[config.mk]
export PLATFORM = sky130hd
export DESIGN_NAME = xirq_detect
export DESIGN_NICKNAME = d
export VERILOG_FILES = /design/src/rtl/xirq_pkg.sv /design/src/rtl/xirq_sync.sv /design/src/rtl/xirq_arm.sv /design/src/rtl/xirq_chan.sv /design/src/rtl/xirq_detect.sv
export SDC_FILE = /design/constraint.sdc
export NUM_CORES = 1
export LEC_CHECK = 0
export CORE_AREA = 2 2 39 41
export CTS_CLUSTER_SIZE = 28
export DETAILED_ROUTE_END_ITERATION = 8
export DIE_AREA = 0 0 41 43
export DONT_BUFFER_PORTS = 1
export GPL_ROUTABILITY_DRIVEN = 0
export PLACE_DENSITY = 0.47
export SKIP_LAST_GASP = 1
export SLEW_MARGIN = 5
export SYNTH_ARGS = -nofsm -noshare
export SYNTH_HDL_FRONTEND = slang
export SYNTH_SLANG_ARGS = --single-unit
[constraint.sdc]
create_clock -name clk -period 2.15 [get_ports clk]
set_input_delay 0.1075 -clock clk [delete_from_list [all_inputs] [get_ports clk]]
set_output_delay 0.1075 -clock clk [all_outputs]
set_load 0.005 [all_outputs]
[src/rtl/xirq_pkg.sv]
package xirq_pkg;

  typedef enum logic {
    TRIG_LEVEL = 1'b0,
    TRIG_FALL  = 1'b1
  } trig_e;

  localparam int FIELDS_PER_SRC = 2;
  localparam int MODE_OFS       = 0;
  localparam int FLAG_OFS       = 1;

  function automatic int mode_pos(input int src);
    return src * FIELDS_PER_SRC + MODE_OFS;
  endfunction

  function automatic int flag_pos(input int src);
    return src * FIELDS_PER_SRC + FLAG_OFS;
  endfunction

endpackage

[src/rtl/xirq_sync.sv]
module xirq_sync #(
  parameter int   STAGES  = 2,
  parameter logic RST_VAL = 1'b1
) (
  input  logic clk,
  input  logic rst_n,
  input  logic d,
  output logic q
);

  logic [STAGES-1:0] chain;

  always_ff @(posedge clk or negedge rst_n) begin
    if (!rst_n) begin
      chain <= {STAGES{RST_VAL}};
    end else begin
      chain <= {chain[STAGES-2:0], d};
    end
  end

  assign q = chain[STAGES-1];

endmodule

[src/rtl/xirq_arm.sv]
module xirq_arm #(
  parameter int SETTLE = 3
) (
  input  logic clk,
  input  logic rst_n,
  output logic armed
);

  localparam int CW = $clog2(SETTLE + 1);

  logic [CW-1:0] cnt;

  always_ff @(posedge clk or negedge rst_n) begin
    if (!rst_n) begin
      cnt <= '0;
    end else if (cnt != CW'(SETTLE)) begin
      cnt <= cnt + 1'b1;
    end
  end

  assign armed = (cnt == CW'(SETTLE));

endmodule

[src/rtl/xirq_chan.sv]
module xirq_chan
  import xirq_pkg::*;
(
  input  logic  clk,
  input  logic  rst_n,
  input  logic  armed,
  input  logic  lvl_sync,
  input  logic  wr_en,
  input  logic  wr_mode,
  input  logic  wr_flag,
  input  logic  ack,
  output trig_e mode,
  output logic  flag,
  output logic  fall
);

  logic prev_q;
  logic flag_nxt;

  always_comb begin
    fall = armed && (mode == TRIG_FALL) && prev_q && !lvl_sync;
    if (mode == TRIG_LEVEL) begin
      flag_nxt = !lvl_sync;
    end else if (fall) begin
      flag_nxt = 1'b1;
    end else if (wr_en) begin
      flag_nxt = wr_flag;
    end else if (ack) begin
      flag_nxt = 1'b0;
    end else begin
      flag_nxt = flag;
    end
  end

  always_ff @(posedge clk or negedge rst_n) begin
    if (!rst_n) begin
      prev_q <= 1'b1;
      mode   <= TRIG_LEVEL;
      flag   <= 1'b0;
    end else begin
      prev_q <= lvl_sync;
      flag   <= flag_nxt;
      if (wr_en) begin
        mode <= trig_e'(wr_mode);
      end
    end
  end

endmodule

[src/rtl/xirq_detect.sv]
module xirq_detect
  import xirq_pkg::*;
#(
  parameter int N_SRC       = 2,
  parameter int SYNC_STAGES = 2
) (
  input  logic                          clk,
  input  logic                          rst_n,
  input  logic [N_SRC-1:0]              pin_n,
  input  logic                          ctl_wr,
  input  logic [N_SRC*FIELDS_PER_SRC-1:0] ctl_wdata,
  output logic [N_SRC*FIELDS_PER_SRC-1:0] ctl_rdata,
  input  logic [N_SRC-1:0]              svc_ack,
  output logic [N_SRC-1:0]              irq_req,
  output logic                          wake
);

  localparam int SETTLE = SYNC_STAGES + 1;

  logic             armed;
  logic [N_SRC-1:0] sync_q;
  logic [N_SRC-1:0] fall;
  logic [N_SRC-1:0] flag_q;
  trig_e            mode_q [N_SRC];

  xirq_arm #(.SETTLE(SETTLE)) u_arm (
    .clk   (clk),
    .rst_n (rst_n),
    .armed (armed)
  );

  for (genvar i = 0; i < N_SRC; i++) begin : g_src
    xirq_sync #(.STAGES(SYNC_STAGES), .RST_VAL(1'b1)) u_sync (
      .clk   (clk),
      .rst_n (rst_n),
      .d     (pin_n[i]),
      .q     (sync_q[i])
    );

    xirq_chan u_chan (
      .clk      (clk),
      .rst_n    (rst_n),
      .armed    (armed),
      .lvl_sync (sync_q[i]),
      .wr_en    (ctl_wr),
      .wr_mode  (ctl_wdata[mode_pos(i)]),
      .wr_flag  (ctl_wdata[flag_pos(i)]),
      .ack      (svc_ack[i]),
      .mode     (mode_q[i]),
      .flag     (flag_q[i]),
      .fall     (fall[i])
    );

    assign ctl_rdata[mode_pos(i)] = mode_q[i];
    assign ctl_rdata[flag_pos(i)] = flag_q[i];
    assign irq_req[i]             = flag_q[i];
  end

  assign wake = !(&pin_n);

endmodule

Word level (Yosys, flattened, before mapping)

Index checks and enable logic that the tools add are counted.
Widths: inputs -> output; s select.

Bits of input ports: 11
Register bits after elaboration: 12
Output and inout bits: 7
Logic and storage cells: 32

Equal/unequal tests: 4
Muxes and demuxes: 8
Reduce and logical (&&, ||, !) cells: 10
Add/subtract/negate cells: 1

Operator list:

| cell                | number |
|---|---|
| $mux 1              | 8 |
| $ne 4x4->1 const B  | 2 |
| $logic_and 1x1->1   | 6 |
| $logic_not 1->1     | 3 |
| $add 2x1->2 const B | 1 |
| $eq 2x2->1 const B  | 1 |
| $ne 2x2->1 const B  | 1 |
| $reduce_and 2->1    | 1 |

Longest topological paths before layout

Depth after elaboration: 6
Mapped depth: 3
Mapped depth without buffers: 3

By module

A second synthesis with hierarchy kept.

Cell total of the unflattened synthesis: 31
Area, all modules: 480.5 um2

Modules (own cells, without submodules):

| module      | seq. area each (um2) | area each (um2) | times used | cells an instance |
|---|---|---|---|---|
| xirq_chan   | 76.3                 | 128.9           | 2          | 9 |
| xirq_sync   | 52.6                 | 52.6            | 2          | 2 |
| xirq_arm    | 50.0                 | 98.8            | 1          | 6 |
| xirq_detect | 0.0                  | 18.8            | 1          | 3 |

Worst setup path after synthesis

Ideal clock, no wire load.

Kind: reg2reg
Start: register u_arm.cnt[0]
End: register u_arm.cnt[1]
Buffers on the path: 0
Clock period less this slack: 1043 ps
Data required time: 2022 ps
Stages on the path, launching flop included: 3
Library setup time: 128 ps
Arrival: 916 ps
Slack: 1107 ps
Cells stage by stage: dfrtp_1 ha_1 mux2_1

Word-level cells in the longest chain between the ends: 1
Elaborated cells on any way between the ends: 2
Classes of those cells: 1 x add/sub; 1 x eq/ne

Ends and longest elaborated chain:

| what                                             | RTL line                       | text |
|---|---|---|
| start, declared                                  | xirq_arm.sv:11                 | `logic [CW-1:0] cnt;` |
| start signal, assigned                           | xirq_arm.sv:17                 | `cnt <= cnt + 1'b1;` |
| $add 2x1->2 / $ne 2x2->1 (equally long branches) | xirq_arm.sv:17, xirq_arm.sv:16 |  |

Parallel ways exist; a longest one is shown, timed or not.
A chain may end at the register's enable or synchronous reset.

==> run metrics <==
outcome=completed; Post-Syn Instances=34; Max Cap Viol=0; initial antenna violation count=0; clk_lat worst skew=0.26 ns; Root Driver=clkbuf_4; layout cells sized above 1=26.3%; Worst setup EP type=flop; Hold WC Path Type=in2reg; power per cell area=775 nW/um^2; IO Pins=18; min Tclk post-route=1.22 ns; Reg clk slew, reported paths=~0.06 ns; maximum VDD drop=a little over 0.3 mV; Initial Utilization=about a third; Synth cell types=13; Leakage=between 0.2 and 0.25 nW; area delta synth->final=12.8%; CTS tree=yes; CTS Sinks=12; R2R cell count=2; setup slack, reg-to-reg=approximately 1 ns; vias in the first global route=321; Post-Route M1 WL=between 200 and 300 um; DR WL met3=about 62 um; Chip Height=about 43 um; Inserted Diodes=0; Syn Nets=46; core region area=between 1000 and 1500 sq um; post-synthesis cell area=around 480 sq um; Final Setup Violations=0; hold path depth=2; DRT antenna net count=0; WL final=about 740 um; placed inst area=around 450 sq um; clk_skew=roughly 0.0039 ns; Critical Path AT=1.37 ns; Layout Utilization=39.1%; H-tree depth=1; drt wl/cell=13.7 um; DP HPWL=571 um; Post CTS Setup Buffer Count=0; Fmax achieved=~0.8 GHz; Clock Tree Buf Depth=2; max_slew headroom=roughly two thirds; Iter 0 DRT Violations=2; routed vias/inst=4.94; RSZ-0062 raised after global routing=false; total track usage=between 10 and 15%; hold slack=roughly 0.017 ns; Avg Cell Area, Syn=14.1 sq um; WL met2=between 300 and 400 um; Die ar.=1760 sq um; Fin Setup TNS=0 ns; fin nets=between 50 and 60; Port Buffer Count=0; Ys Warns=0; Yosys reg bits=12; first-pass GRT wire length=~1.3 mm; post-route cell area=roughly 540 sq um; Die X-Extent=between 40 and 50 um; startpoint types=primary input; Worst Max-Slew Pin Slew=just over 0.5 ns; sequential fraction of the synthesis area=approximately 64%; top routing layer in use=met3; DRC Markers=0; number of core rows=14; Inserted Clock Buffers=3; Max Transition Viols Final=0; Hold Violations, Final=0; Setup CP Type=in2reg; Pre-antenna DRT Iters=2; Final Cycle Share=56.6%; total grt overflow=0; critical path data required time=2.30 ns; pin count of the biggest net entering global routing=13; Crit Path Max Fanout=5; vias=~270
-- cell usage after synthesis, drive strengths merged --
master,n,share of area (%)
nand4bb,1,2.3
nand2,3,2.3
nand3,2,2.1
xnor2,1,1.8
o221ai,1,3.1
dfrtp,6,31
nand2b,2,2.6
mux2,2,4.7
o211ai,1,1.6
buf,6,9.4
ha,1,2.6
a21boi,2,3.1
dfstp,6,33
-- repair_timing --
action                                 in CTS  in global routing
resized for setup                           0                  0
endpoints found under the hold margin      16                  0
hold buffers                                6                  0
-- metrics by stage --
step	std cells	total power, W	setup slack, ns
CTS	54	0.000428	0.961
global placement	44	0.000273	1.10
detailed placement	44	0.000274	1.03
global route	54	0.000445	0.893
finish	54	0.000419	0.934
floorplan	34	0.000286	1.11
-- placed cells by master, fill, tap and decap left out --
master | Yosys | final
o221ai_2 | 1 | 1
dfrtp_1 | 6 | 6
a21boi_1 | 2 | 2
clkbuf_4 | 0 | 3
dlygate4sd3_1 | 0 | 6
nand2_1 | 3 | 3
nand2b_1 | 2 | 2
dfstp_2 | 6 | 6
xnor2_1 | 1 | 1
clkbuf_1 | 0 | 1
o211ai_1 | 1 | 1
mux2_1 | 2 | 2
nand3_1 | 2 | 2
nand4bb_1 | 1 | 1
ha_1 | 1 | 1
-- flip-flops by register name, summed over array words and instances (netlist names) --
register and count:
g_src.u_chan.prev_q 2, u_arm.cnt 2, g_src.u_sync.chain 4, g_src.u_chan.mode 2, g_src.u_chan.flag 2
-- final cells by class --
class | count | area [sq um]
clock buffers | 4 | 26.3
multi-input cells | 16 | 126
well taps | 16 | 20.0
repair buffers | 6 | 60.1
flip-flops and latches | 12 | 308
fillers | 134 | 843
-- worst paths after layout --
kind                                               startpoint                                  to
setup / recovery                                       ctl_wr    g_src[0].u_chan.mode$_DFFE_PN0P_
hold / removal                                         ctl_wr    g_src[0].u_chan.flag$_DFFE_PN0P_
setup reg to reg                     u_arm.cnt[0]$_DFFE_PN0P_            u_arm.cnt[1]$_DFFE_PN0P_
hold reg to reg            g_src[1].u_sync.chain[0]$_DFF_PN1_  g_src[1].u_sync.chain[1]$_DFF_PN1_
max in group asynchronous                               rst_n    g_src[0].u_chan.prev_q$_DFF_PN1_
min in group asynchronous                               rst_n            u_arm.cnt[1]$_DFFE_PN0P_
-- per-layer routing --
layer  vias up  GRT usage [%]
met4         0           6.00
li1        121              -
met3         0           4.71
met5         -              0
met1       134           10.9
met2        12           17.8
-- kinds of logic after synthesis --
group,share of synthesized area [%]
muxes,4.70
adders and majority gates,2.61
buffers and inverters,9.40
DFF,64.2
xor gates and xnor gates,1.83
and+or+nand+nor,9.40
AOI/OAI and AO/OA,7.83
-- critical path, stage by stage --
cell and delay [ns]:
dlygate4sd3_1 0.58, nand2_1 0.08, dlygate4sd3_1 0.55, nand2_1 0.05
-- power breakdown --
group          leakage (nW)  total [W]  switching [W]  internal, W
combinational        0.0658  0.0000278      0.0000117    0.0000161
sequential            0.128   0.000255      0.0000115     0.000244
clock                0.0150   0.000136      0.0000644    0.0000716
(Power assumes the default switching activity.)
